$ cat src/rtl/shared_count64_pkg.sv
package shared_count64_pkg;
  localparam int unsigned WORD_W = 32;
  localparam int unsigned CNT_W  = 2 * WORD_W;
  localparam int unsigned ADDR_W = 5;
  localparam int unsigned BE_W   = WORD_W / 8;

  localparam logic [ADDR_W-1:0] OFS_CNT_LO = 5'h00;
  localparam logic [ADDR_W-1:0] OFS_CNT_HI = 5'h04;
  localparam logic [ADDR_W-1:0] OFS_CTRL   = 5'h08;

  localparam int unsigned RUN_BIT  = 0;
  localparam int unsigned BANK_LSB = 1;
  localparam int unsigned BANK_W   = 3;
  localparam int unsigned RATIO_LSB = 8;
  localparam int unsigned RATIO_W   = 8;

  localparam logic [WORD_W-1:0] BANK_MASK = {{(WORD_W-BANK_W-BANK_LSB){1'b0}}, {BANK_W{1'b1}}, {BANK_LSB{1'b0}}};

  typedef enum logic [1:0] {
    SEL_NONE,
    SEL_LO,
    SEL_HI,
    SEL_CTRL
  } reg_sel_e;
endpackage

$ cat src/rtl/sc_prescaler.sv
module sc_prescaler #(
  parameter int unsigned RATIO_W = 8
) (
  input  logic               clk_i,
  input  logic               rst_ni,
  input  logic               run_i,
  input  logic [RATIO_W-1:0] ratio_i,
  input  logic               restart_i,
  output logic               tick_o
);
  logic [RATIO_W-1:0] div_q;

  assign tick_o = run_i && (div_q == ratio_i);

  always_ff @(posedge clk_i or negedge rst_ni) begin
    if (!rst_ni) begin
      div_q <= '0;
    end else if (!run_i || restart_i || tick_o) begin
      div_q <= '0;
    end else begin
      div_q <= div_q + 1'b1;
    end
  end
endmodule

$ cat src/rtl/sc_counter.sv
module sc_counter #(
  parameter int unsigned WORD_W = 32,
  parameter int unsigned NWORDS = 2,
  localparam int unsigned CNT_W = WORD_W * NWORDS
) (
  input  logic              clk_i,
  input  logic              rst_ni,
  input  logic              tick_i,
  input  logic [NWORDS-1:0] ld_i,
  input  logic [WORD_W-1:0] wdata_i,
  output logic [CNT_W-1:0]  count_o
);
  logic [CNT_W-1:0] cnt_q;
  logic [CNT_W-1:0] cnt_ld;

  // per-word load mux
  for (genvar w = 0; w < NWORDS; w++) begin : g_word
    assign cnt_ld[w*WORD_W +: WORD_W] = ld_i[w] ? wdata_i : cnt_q[w*WORD_W +: WORD_W];
  end

  always_ff @(posedge clk_i or negedge rst_ni) begin
    if (!rst_ni) begin
      cnt_q <= '0;
    end else if (tick_i) begin
      cnt_q <= cnt_q + 1'b1;
    end else if (|ld_i) begin
      cnt_q <= cnt_ld;
    end
  end

  assign count_o = cnt_q;
endmodule

$ cat src/rtl/sc_regif.sv
module sc_regif
  import shared_count64_pkg::*;
#(
  parameter int unsigned NCORES = 4,
  parameter int unsigned CORE_W = 2
) (
  input  logic                     clk_i,
  input  logic                     rst_ni,
  input  logic                     req_i,
  input  logic                     we_i,
  input  logic [BE_W-1:0]          be_i,
  input  logic [ADDR_W-1:0]        addr_i,
  input  logic [WORD_W-1:0]        wdata_i,
  input  logic [CORE_W-1:0]        core_i,
  input  logic [NCORES*BANK_W-1:0] bank_ctrl_i,
  input  logic [CNT_W-1:0]         count_i,
  output logic [WORD_W-1:0]        rdata_o,
  output logic                     rvalid_o,
  output logic [WORD_W-1:0]        ctrl_o,
  output logic [1:0]               ld_o,
  output logic                     ratio_chg_o,
  output logic [NCORES-1:0]        bank_we_o,
  output logic [BANK_W-1:0]        bank_wdata_o
);
  logic [WORD_W-1:0]       ctrl_q;
  logic [CNT_W-WORD_W-1:0] snap_q;
  logic [WORD_W-1:0]       rdata_q;
  logic                    rvalid_q;
  logic                    acc_ok;
  reg_sel_e                sel;
  logic                    wr_ctrl;
  logic                    rd_lo;
  logic [BANK_W-1:0]       bank_sel;
  logic [WORD_W-1:0]       rdata_d;

  assign acc_ok = req_i && (be_i == {BE_W{1'b1}}) && (addr_i[1:0] == 2'b00);

  always_comb begin
    sel = SEL_NONE;
    if (acc_ok) begin
      unique case (addr_i)
        OFS_CNT_LO: sel = SEL_LO;
        OFS_CNT_HI: sel = SEL_HI;
        OFS_CTRL:   sel = SEL_CTRL;
        default:    sel = SEL_NONE;
      endcase
    end
  end

  assign wr_ctrl = we_i && (sel == SEL_CTRL);
  assign rd_lo   = !we_i && (sel == SEL_LO);

  // counter words only load while stopped
  assign ld_o[0] = we_i && (sel == SEL_LO) && !ctrl_q[RUN_BIT];
  assign ld_o[1] = we_i && (sel == SEL_HI) && !ctrl_q[RUN_BIT];

  assign ratio_chg_o = wr_ctrl &&
      (wdata_i[RATIO_LSB +: RATIO_W] != ctrl_q[RATIO_LSB +: RATIO_W]);

  for (genvar c = 0; c < NCORES; c++) begin : g_bank_we
    assign bank_we_o[c] = wr_ctrl && (core_i == CORE_W'(c));
  end
  assign bank_wdata_o = wdata_i[BANK_LSB +: BANK_W];

  always_comb begin
    bank_sel = '0;
    for (int c = 0; c < NCORES; c++) begin
      if (core_i == CORE_W'(c)) bank_sel = bank_ctrl_i[c*BANK_W +: BANK_W];
    end
  end

  always_comb begin
    unique case (sel)
      SEL_LO:   rdata_d = count_i[WORD_W-1:0];
      SEL_HI:   rdata_d = snap_q;
      SEL_CTRL: rdata_d = ctrl_q | (WORD_W'(bank_sel) << BANK_LSB);
      default:  rdata_d = '0;
    endcase
  end

  always_ff @(posedge clk_i or negedge rst_ni) begin
    if (!rst_ni) begin
      ctrl_q   <= '0;
      snap_q   <= '0;
      rdata_q  <= '0;
      rvalid_q <= 1'b0;
    end else begin
      if (wr_ctrl) ctrl_q <= wdata_i & ~BANK_MASK;
      if (rd_lo)   snap_q <= count_i[CNT_W-1:WORD_W];
      rvalid_q <= req_i && !we_i;
      rdata_q  <= (req_i && !we_i) ? rdata_d : '0;
    end
  end

  assign ctrl_o   = ctrl_q;
  assign rdata_o  = rdata_q;
  assign rvalid_o = rvalid_q;
endmodule

$ cat src/rtl/shared_count64.sv
module shared_count64
  import shared_count64_pkg::*;
#(
  parameter  int unsigned NCORES = 4,
  localparam int unsigned CORE_W = (NCORES > 1) ? $clog2(NCORES) : 1
) (
  input  logic                     clk_i,
  input  logic                     rst_ni,
  input  logic                     req_i,
  input  logic                     we_i,
  input  logic [3:0]               be_i,
  input  logic [4:0]               addr_i,
  input  logic [31:0]              wdata_i,
  input  logic [CORE_W-1:0]        core_i,
  input  logic [NCORES*3-1:0]      bank_ctrl_i,
  output logic [31:0]              rdata_o,
  output logic                     rvalid_o,
  output logic [NCORES-1:0]        bank_we_o,
  output logic [2:0]               bank_wdata_o,
  output logic [63:0]              count_o,
  output logic                     enable_o
);
  logic [WORD_W-1:0] ctrl;
  logic [1:0]        cnt_ld;
  logic              ratio_chg;
  logic              tick;

  sc_regif #(
    .NCORES (NCORES),
    .CORE_W (CORE_W)
  ) u_regif (
    .clk_i        (clk_i),
    .rst_ni       (rst_ni),
    .req_i        (req_i),
    .we_i         (we_i),
    .be_i         (be_i),
    .addr_i       (addr_i),
    .wdata_i      (wdata_i),
    .core_i       (core_i),
    .bank_ctrl_i  (bank_ctrl_i),
    .count_i      (count_o),
    .rdata_o      (rdata_o),
    .rvalid_o     (rvalid_o),
    .ctrl_o       (ctrl),
    .ld_o         (cnt_ld),
    .ratio_chg_o  (ratio_chg),
    .bank_we_o    (bank_we_o),
    .bank_wdata_o (bank_wdata_o)
  );

  sc_prescaler #(
    .RATIO_W (RATIO_W)
  ) u_presc (
    .clk_i     (clk_i),
    .rst_ni    (rst_ni),
    .run_i     (ctrl[RUN_BIT]),
    .ratio_i   (ctrl[RATIO_LSB +: RATIO_W]),
    .restart_i (ratio_chg),
    .tick_o    (tick)
  );

  sc_counter #(
    .WORD_W (WORD_W),
    .NWORDS (CNT_W / WORD_W)
  ) u_cnt (
    .clk_i   (clk_i),
    .rst_ni  (rst_ni),
    .tick_i  (tick),
    .ld_i    (cnt_ld),
    .wdata_i (wdata_i),
    .count_o (count_o)
  );

  assign enable_o = ctrl[RUN_BIT];
endmodule

$ cat config.mk
export PLATFORM = sky130hd
export DESIGN_NAME = shared_count64
export DESIGN_NICKNAME = d
export VERILOG_FILES = /design/src/rtl/shared_count64_pkg.sv /design/src/rtl/sc_prescaler.sv /design/src/rtl/sc_counter.sv /design/src/rtl/sc_regif.sv /design/src/rtl/shared_count64.sv
export SDC_FILE = /design/constraint.sdc
export NUM_CORES = 1
export LEC_CHECK = 0
export ABC_AREA = 1
export BUFFER_PORTS_ARGS = -buffer_cell sky130_fd_sc_hd__buf_2
export CORE_MARGIN = 4
export CORE_UTILIZATION = 55
export DETAILED_ROUTE_END_ITERATION = 7
export PLACE_DENSITY = 0.78
export SLEW_MARGIN = 10
export SYNTH_ARGS = -nofsm -noshare
export SYNTH_HDL_FRONTEND = slang
export SYNTH_HIERARCHICAL = 1
export SYNTH_SLANG_ARGS = --single-unit
$ cat constraint.sdc
create_clock -name clk_i -period 2.7 [get_ports clk_i]
set_clock_uncertainty 0.15 [all_clocks]
set_input_delay 0.27 -clock clk_i [delete_from_list [all_inputs] [get_ports clk_i]]
set_output_delay 0.27 -clock clk_i [all_outputs]
set_load 0.02 [all_outputs]
==> PnR_summary.wiki, run 1 <==
{| class="wikitable"
! Metric !! Value
|-
| Count of max-cap constraint violations || 0
|-
| Via count || between 10k and 15k
|-
| Cells on Worst Hold Path || 3
|-
| Peak VDD IR || 0.448 mV
|-
| Sequential group share of total power || around 46%
|-
| Data arrival time of the critical path || 2.81 ns
|-
| Sw power || 2.10 mW
|-
| Post-synthesis average cell area || 7.11 um^2
|-
| Gate count after technology mapping || 1,462
|-
| Outcome || finished, violations left
|-
| Internal power of the cells || ~4.2 mW
|-
| Total clock sinks || approximately 170
|-
| TNS Setup || 0 ns
|-
| Number of DRC violations after detailed-routing iteration 0 || 1,178
|-
| Remaining antenna violation count after routing || 0
|-
| Register-to-register path setup slack || 0.11 ns
|-
| Count of endpoints failing setup in the final report || 0
|-
| Static power due to leakage || 5.98 nW
|-
| Number of H-tree levels || 4
|-
| Total placed cells including tap cells || around 1.8k
|-
| Final GP Congestion || roughly 1.0
|-
| Rel. slew slack || between 50% and 60%
|-
| Leftover overflow at the end of global routing || 0
|-
| DRT Wirelength || between 30,000 and 40,000 um
|-
| Post-layout instance area || 12,300 um^2
|-
| Synthesis Warnings || 6
|-
| Worst-path clk slew || about 0.07 ns
|-
| Wire length of the first global-routing pass || roughly 60,000 um
|-
| Number of cell instances on the worst register-to-register path || 11
|-
| Number of fill cells in the layout || roughly 1.7k
|-
| Clock Path Buffers || 2
|-
| Maximum number of pins on one net before global-route repair || 65
|-
| Netlist area before placement || 10,400 um^2
|-
| Final hold viol count || 0
|-
| Failing checks || design-rule violations
|-
| Capture endpoint of the worst hold path || u_regif/ctrl_o[9]
|-
| DIE AREA || ~21,000 um^2
|-
| Number of global-route vias before repair || 10.4k
|-
| Area of the placeable core || 18,600 um^2
|-
| Combined area of the multi-input logic cells || ~5200 um^2
|-
| Total of buffers placed on input and output ports || ~160
|-
| Antenna violations before repair || 0
|-
| First-pass iteration count of the detailed router || 8
|-
| Net Sw Frac || around a third
|-
| Category of the worst setup path capture point || flop
|-
| Relative area change from synthesis to final layout || 18.5%
|-
| Routed length per placed instance || 20.1 um
|-
| Startpoint of the most critical hold path || wdata_i[9]
|-
| Worst Path Class, Setup || reg2reg
|-
| Post-DP Area || 11,400 um^2
|-
| End of the worst register-to-register path || u_cnt/count_o[5]
|-
| Clock power share || between 30 and 40%
|-
| Min-Delay Path Class || in2reg
|-
| Count of standard-cell rows || 50
|-
| Power per Cell Area || roughly 500 nW/um^2
|-
| Buffers inserted by post-CTS timing repair || 0
|-
| Library cell used as clock root buffer || sky130_fd_sc_hd__clkbuf_16
|-
| Top achievable clock speed || ~0.39 GHz
|-
| Fraction of the core area covered by cells at the end of the flow || 66.0%
|-
| CTS tree || done
|-
| Time the final worst path needs with I/O delays and setup || roughly 2.6 ns
|-
| Syn Nets || between 1.5k and 2k
|-
| Launch instance of the worst register-to-register path || u_regif/ctrl_o[13]
|-
| Final layout net count || 1,699
|-
| Worst path required time || roughly 2.9 ns
|-
| Die outline height || about 150 um
|-
| Startpoint types || flop
|-
| Largest fanout on the critical path || 28
|-
| X dimension of the die || between 100 and 150 um
|-
| Number of buffers created by CTS || 17
|-
| Initial cell density of the core || around 56%
|-
| I/O pin count || 164
|-
| Comb power frac || approximately 15%
|-
| Part of the cycle the worst path needs || a little over nine tenths
|-
| Clock latency reported for the late side of the worst-skew pair || about 0.44 ns
|-
| Final cell count without fillers || ~1.9k
|-
| Antenna fix cells || 0
|-
| Layout cell share with drive strength beyond 1 || about a fifth
|-
| All-Layer GR Usage || between 30% and 40%
|-
| Pins Over Slew Limit || 0
|-
| Routed via count divided by cell count || just under 6
|-
| Post-detailed-route DRC marker count || 1
|-
| Setup repair after global routing missed its margin || no
|-
| Sequential cell area || ~4200 um^2
|-
| Worst Max-Slew Pin Slew || between 0.6 and 0.7 ns
|-
| Post-detail-place hpwl || 28,100 um
|}
-- area by class of cell --
type                       instances  share of cell area [%]
clock buffer                      17                    3.46
clock inverter                    15                    1.29
inverter                         183                    5.63
multi-input combinational       1046                    42.0
tap                              234                    2.38
sequential                       166                    33.7
timing repair buffer             224                    11.5
-- power groups by stage --
stage | Combinational (mW) | Sequential (mW) | Clock, mW
finish | 0.965 | 2.89 | 2.41
global route | 1.05 | 2.90 | 2.54
global placement | 0.900 | 2.92 | 0
floorplan | 0.390 | 2.95 | 0
CTS | 0.946 | 2.87 | 2.44
detailed placement | 0.909 | 2.92 | 0
-- cells in the final DEF (no fill, tap or decap), types with 19 or more instances in the layout --
cell and n:
sky130_fd_sc_hd__o21ai_0 57, sky130_fd_sc_hd__nand4_1 78, sky130_fd_sc_hd__buf_2 162, sky130_fd_sc_hd__nand2_1 337, sky130_fd_sc_hd__o21bai_1 21, sky130_fd_sc_hd__a21oi_1 47
sky130_fd_sc_hd__nand3_1 125, sky130_fd_sc_hd__nand2_2 19, sky130_fd_sc_hd__dlygate4sd3_1 28, sky130_fd_sc_hd__inv_1 178, sky130_fd_sc_hd__o21ai_1 41, sky130_fd_sc_hd__buf_4 27
sky130_fd_sc_hd__o21ai_2 31, sky130_fd_sc_hd__dfrtp_1 166, sky130_fd_sc_hd__nor2_1 201
-- critical path, stage by stage (launching register included) --
cell and delay, ns:
sky130_fd_sc_hd__dfrtp_1 0.44, sky130_fd_sc_hd__inv_1 0.06, sky130_fd_sc_hd__nand2_1 0.09, sky130_fd_sc_hd__nand2_1 0.06
sky130_fd_sc_hd__nor2_1 0.10, sky130_fd_sc_hd__nand2_1 0.09, sky130_fd_sc_hd__nor3_4 0.32, sky130_fd_sc_hd__buf_8 0.26
sky130_fd_sc_hd__buf_6 0.27, sky130_fd_sc_hd__nand3_1 0.19, sky130_fd_sc_hd__o21ai_0 0.26, sky130_fd_sc_hd__a32o_1 0.20
-- metrics by stage --
| step | hold WS [ns] | power, mW | setup WS [ns] |
|---|---|---|---|
| final | 0.0161 | 6.26 | 0.110 |
| after global routing | 0.00285 | 6.50 | 0.0110 |
| after floorplan | -0.176 | 3.34 | 0.310 |
| after detailed placement | 0.123 | 3.83 | 0.0818 |
| after global placement | 0.114 | 3.82 | 0.154 |
| after CTS | 0.00556 | 6.26 | 0.00216 |
-- worst max path at each step --
stage | from | endpoint | slack (ns) | cells after the start
floorplan | addr_i[1] | u_cnt/count_o[6] | 0.31 | 12
global placement | u_regif/ctrl_o[11] | u_cnt/count_o[5] | 0.15 | 10
detailed placement | u_regif/ctrl_o[13] | u_cnt/count_o[5] | 0.08 | 10
CTS | u_regif/ctrl_o[13] | u_cnt/count_o[5] | 0.002 | 11
global route | u_regif/ctrl_o[13] | u_cnt/count_o[5] | 0.01 | 11
finish | u_regif/ctrl_o[13] | u_cnt/count_o[5] | 0.11 | 11
-- state kept, by name, indices dropped and copies added (netlist names) --
name,cells
u_regif/ctrl_o,29
u_cnt/count_o,64
u_presc/div_q,8
u_regif/rdata_o,32
u_regif/snap_q,32
u_regif/rvalid_o,1
-- metal layers --
layer	track usage, %	part of all wire (%)	vias to the layer above	wire, um
met5	0	0	-	0
met4	10.4	3.2	0	1220
met3	9.28	12	104	4380
met2	54.9	45	712	16900
met1	49.4	41	5082	15300
li1	-	-	5109	-
-- timing repair --
action / 4_1_cts / 5_1_grt
hold buffers: 28 / 0
endpoints found under the hold margin: 81 / 0
setup endpoints to repair: 0 / 11
gates resized for setup: 0 / 7
(Power assumes the default switching activity.)
==> run 2, diff against run 1 <==
--- a/config.mk
+++ b/config.mk
@@ -7,7 +7,7 @@
 export LEC_CHECK = 0
 export ABC_AREA = 1
 export BUFFER_PORTS_ARGS = -buffer_cell sky130_fd_sc_hd__buf_2
-export CORE_MARGIN = 4
+export CORE_MARGIN = 1
 export CORE_UTILIZATION = 55
 export DETAILED_ROUTE_END_ITERATION = 7
 export PLACE_DENSITY = 0.78
==> run 2 against run 1 <==
The flow still finishes with violations (design-rule violations). Combinational power about the same. Final cell count is 0.21% lower. Clock-buffer cell count grew 1. Sequential cell count unchanged. Routed wire length is 1.5% lower. Critical endpoint is now u_cnt/count_o[12].
==> PnR_summary.wiki, run 2 (same netlist as run 1, synthesis figures left out) <==
{| class="wikitable"
! Metric !! Value
|-
| Post-detailed-route DRC marker count || 18 (was 1)
|-
| Pins Over Slew Limit || 0 (unchanged)
|-
| Startpoint types || flop (unchanged)
|-
| Buffers and inverters on the worst path || 3 (unchanged)
|-
| Total of buffers placed on input and output ports || 163 (unchanged)
|-
| First-pass iteration count of the detailed router || 8 (unchanged)
|-
| Outcome || finished, violations left (unchanged)
|-
| Antenna violations before repair || 0 (unchanged)
|-
| Most frequent standard cell in the layout excluding fill and tap cells || sky130_fd_sc_hd__nand2_1 (unchanged)
|-
| Cells on Worst Hold Path || 3 (unchanged)
|-
| Final layout net count || 1,700 (was 1,699)
|-
| Buffers inserted by post-CTS timing repair || 0 (unchanged)
|-
| Initial cell density of the core || 56.9% (was 55.7%)
|-
| Number of fill cells in the layout || 1,632 (was 1,672)
|-
| Top achievable clock speed || 0.396 GHz (was 0.386 GHz)
|-
| Static power due to leakage || 6.00 nW (was 5.98 nW)
|-
| Dominant delay contributor by cell family on the critical path || simple AND/OR/NAND/NOR gates (unchanged)
|-
| Count of max-cap constraint violations || 0 (unchanged)
|-
| Combined area of the multi-input logic cells || 5170 um^2 (was 5180 um^2)
|-
| Critical Path End || u_cnt/count_o[12] (was u_cnt/count_o[5])
|-
| Routed via count divided by cell count || 5.89 (was 5.84)
|-
| Crit. path cell count || 12 (was 11)
|-
| Routed length per placed instance || 19.8 um (was 20.1 um)
|-
| Antenna fix cells || 0 (unchanged)
|-
| Relative area change from synthesis to final layout || 18.4% (was 18.5%)
|-
| Number of H-tree levels || 4 (unchanged)
|-
| I/O pin count || 164 (unchanged)
|-
| All-Layer GR Usage || 39.0% (was 35.4%)
|-
| Number of buffers created by CTS || 17 (unchanged)
|-
| Rel. slew slack || 55.4% (was 58.1%)
|-
| Worst Path Class, Setup || reg2reg (unchanged)
|-
| Sequential cell area || 4150 um^2 (unchanged)
|-
| Maximum number of pins on one net before global-route repair || 66 (was 65)
|-
| Min-Delay Path Class || in2reg (unchanged)
|-
| Die outline height || 139 um (was 145 um)
|-
| Post-placement setup slack || 0.281 ns (was 0.0818 ns)
|-
| Max incr delay on CP || 0.42 ns (was 0.44 ns)
|-
| Failing checks || design-rule violations (unchanged)
|-
| CTS tree || done (unchanged)
|-
| Ordered cell list for the critical path || inv_1, nand2_1, nand2_1, nor2_1, nand2_1, nor3_2, buf_4, buf_4, nand2_1, o21ai_0, nand2_1, nand2_1 (was inv_1, nand2_1, nand2_1, nor2_1, nand2_1, nor3_4, buf_8, buf_6, nand3_1, o21ai_0, a32o_1)
|-
| End of the worst register-to-register path || u_cnt/count_o[12] (was u_cnt/count_o[5])
|-
| Slowest stage cell on the critical path || sky130_fd_sc_hd__dfrtp_1 (unchanged)
|-
| Clock Path Buffers || 2 (unchanged)
|-
| Critical path's most frequent cell || sky130_fd_sc_hd__nand2_1 (unchanged)
|-
| Setup repair after global routing missed its margin || no (unchanged)
|-
| Part of the cycle the worst path needs || 93.5% (was 95.9%)
|-
| Clock latency reported for the late side of the worst-skew pair || 0.43 ns (was 0.44 ns)
|-
| Worst path required time || 2.92 ns (about the same)
|-
| Number of DRC violations after detailed-routing iteration 0 || 1,533 (was 1,178)
|-
| Area of the placeable core || 18,300 um^2 (was 18,600 um^2)
|-
| Power per Cell Area || 511 nW/um^2 (was 508 nW/um^2)
|-
| Start point of the critical path || u_regif/ctrl_o[13] (unchanged)
|-
| Flip-flop count of the largest register, all copies and words added || 64 (unchanged)
|-
| Peak VDD IR || 0.426 mV (was 0.448 mV)
|-
| Final hold viol count || 0 (unchanged)
|-
| Largest fanout on the critical path || 26 (was 28)
|-
| Category of the worst setup path capture point || flop (unchanged)
|-
| Final GP Congestion || 1.08 (was 1.00)
|-
| Library cell used as clock root buffer || sky130_fd_sc_hd__clkbuf_16 (unchanged)
|-
| Count of endpoints failing setup in the final report || 0 (unchanged)
|-
| Layout cell share with drive strength beyond 1 || 19.8% (was 19.6%)
|-
| Number of hold buffers added after cts || 25 (was 28)
|-
| Leftover overflow at the end of global routing || 0 (unchanged)
|-
| Total clock sinks || 166 (unchanged)
|-
| Worst-path clk slew || 0.07 ns (about the same)
|-
| Count of cells resized by post-cts repair || 0 (unchanged)
|-
| Minimum setup slack in the final design || 0.175 ns (was 0.110 ns)
|-
| Wire length of the first global-routing pass || 57,500 um (was 58,600 um)
|-
| Most used cells in the layout excluding fill and tap cells || sky130_fd_sc_hd__nand2_1 (337), sky130_fd_sc_hd__nor2_1 (201), sky130_fd_sc_hd__inv_1 (179) (was sky130_fd_sc_hd__nand2_1 (337), sky130_fd_sc_hd__nor2_1 (201), sky130_fd_sc_hd__inv_1 (178))
|-
| X dimension of the die || 139 um (was 145 um)
|-
| DRT Wirelength || 37,300 um (was 37,900 um)
|-
| Time the final worst path needs with I/O delays and setup || 2.53 ns (was 2.59 ns)
|-
| DIE AREA || 19,400 um^2 (was 21,200 um^2)
|-
| Via count || 11.1k (was 11.0k)
|-
| Post-detail-place hpwl || 27,400 um (was 28,100 um)
|-
| Number of global-route vias before repair || 10.0k (was 10.4k)
|-
| Remaining antenna violation count after routing || 0 (unchanged)
|-
| Register-to-register path setup slack || 0.17 ns (was 0.11 ns)
|-
| Worst Max-Slew Pin Slew || 0.669 ns (was 0.628 ns)
|-
| Launch instance of the worst register-to-register path || u_regif/ctrl_o[13] (unchanged)
|-
| TNS Setup || 0 ns (unchanged)
|-
| Number of cell instances on the worst register-to-register path || 12 (was 11)
|-
| Count of standard-cell rows || 49 (was 50)
|-
| Data arrival time of the critical path || 2.75 ns (was 2.81 ns)
|}
==> run 2: final cells by class <==
type	count	share of cell area (%)
clock buffer	18	3.57
clock inverter	14	1.23
inverter	183	5.58
multi-input combinational	1046	42.0
sequential	166	33.8
tap	229	2.33
timing repair buffer	225	11.5
==> run 2: layer usage <==
layer / vias up / global-route usage (%) / wire length (um)
li1: 5091 / - / -
met1: 5156 / 54.9 / 15500
met2: 727 / 56.7 / 16100
met3: 105 / 11.1 / 4360
met4: 0 / 14.9 / 1310
met5: - / 0 / 0
==> run 2: power breakdown <==
group          switching, mW  internal (mW)  leakage [nW]
sequential             0.282           2.60          2.22
clock                   1.17           1.27         0.288
combinational          0.642          0.322          3.49
total                   2.09           4.19          6.00
==> run 2: worst register-to-register path, cell delays in order (launching register included) <==
cell and delay [ns]:
sky130_fd_sc_hd__dfrtp_1 0.42, sky130_fd_sc_hd__inv_1 0.06, sky130_fd_sc_hd__nand2_1 0.09, sky130_fd_sc_hd__nand2_1 0.06, sky130_fd_sc_hd__nor2_1 0.10, sky130_fd_sc_hd__nand2_1 0.07
sky130_fd_sc_hd__nor3_2 0.35, sky130_fd_sc_hd__buf_4 0.33, sky130_fd_sc_hd__buf_4 0.37, sky130_fd_sc_hd__nand2_1 0.12, sky130_fd_sc_hd__o21ai_0 0.20, sky130_fd_sc_hd__nand2_1 0.09
sky130_fd_sc_hd__nand2_1 0.06
==> run 2: how the worst min path moves through the flow <==
stage / startpoint / endpoint / slack [ns]
final: wdata_i[13] / u_regif/ctrl_o[13] / 0.02
after global routing: wdata_i[30] / u_regif/ctrl_o[30] / 0.005
after CTS: wdata_i[13] / u_regif/ctrl_o[13] / 0.0005
after detailed placement: rst_ni / u_cnt/count_o[41] / 0.18
after global placement: rst_ni / u_cnt/count_o[34] / 0.17
after floorplan: rst_ni / u_cnt/count_o[0] / -0.18
==> run 2: stage by stage <==
stage / total power, mW / hold slack [ns] / instance area, um^2 / cells / util (%)
floorplan: 3.34 / -0.176 / 10400 / 1462 / -
global placement: 3.82 / 0.170 / 11500 / 1824 / 62.7
detailed placement: 3.83 / 0.180 / 11500 / 1824 / 62.7
CTS: 6.27 / 0.000548 / 12300 / 1881 / 67.3
global route: 6.50 / 0.00466 / 12300 / 1881 / 67.3
finish: 6.28 / 0.0152 / 12300 / 1881 / 67.3
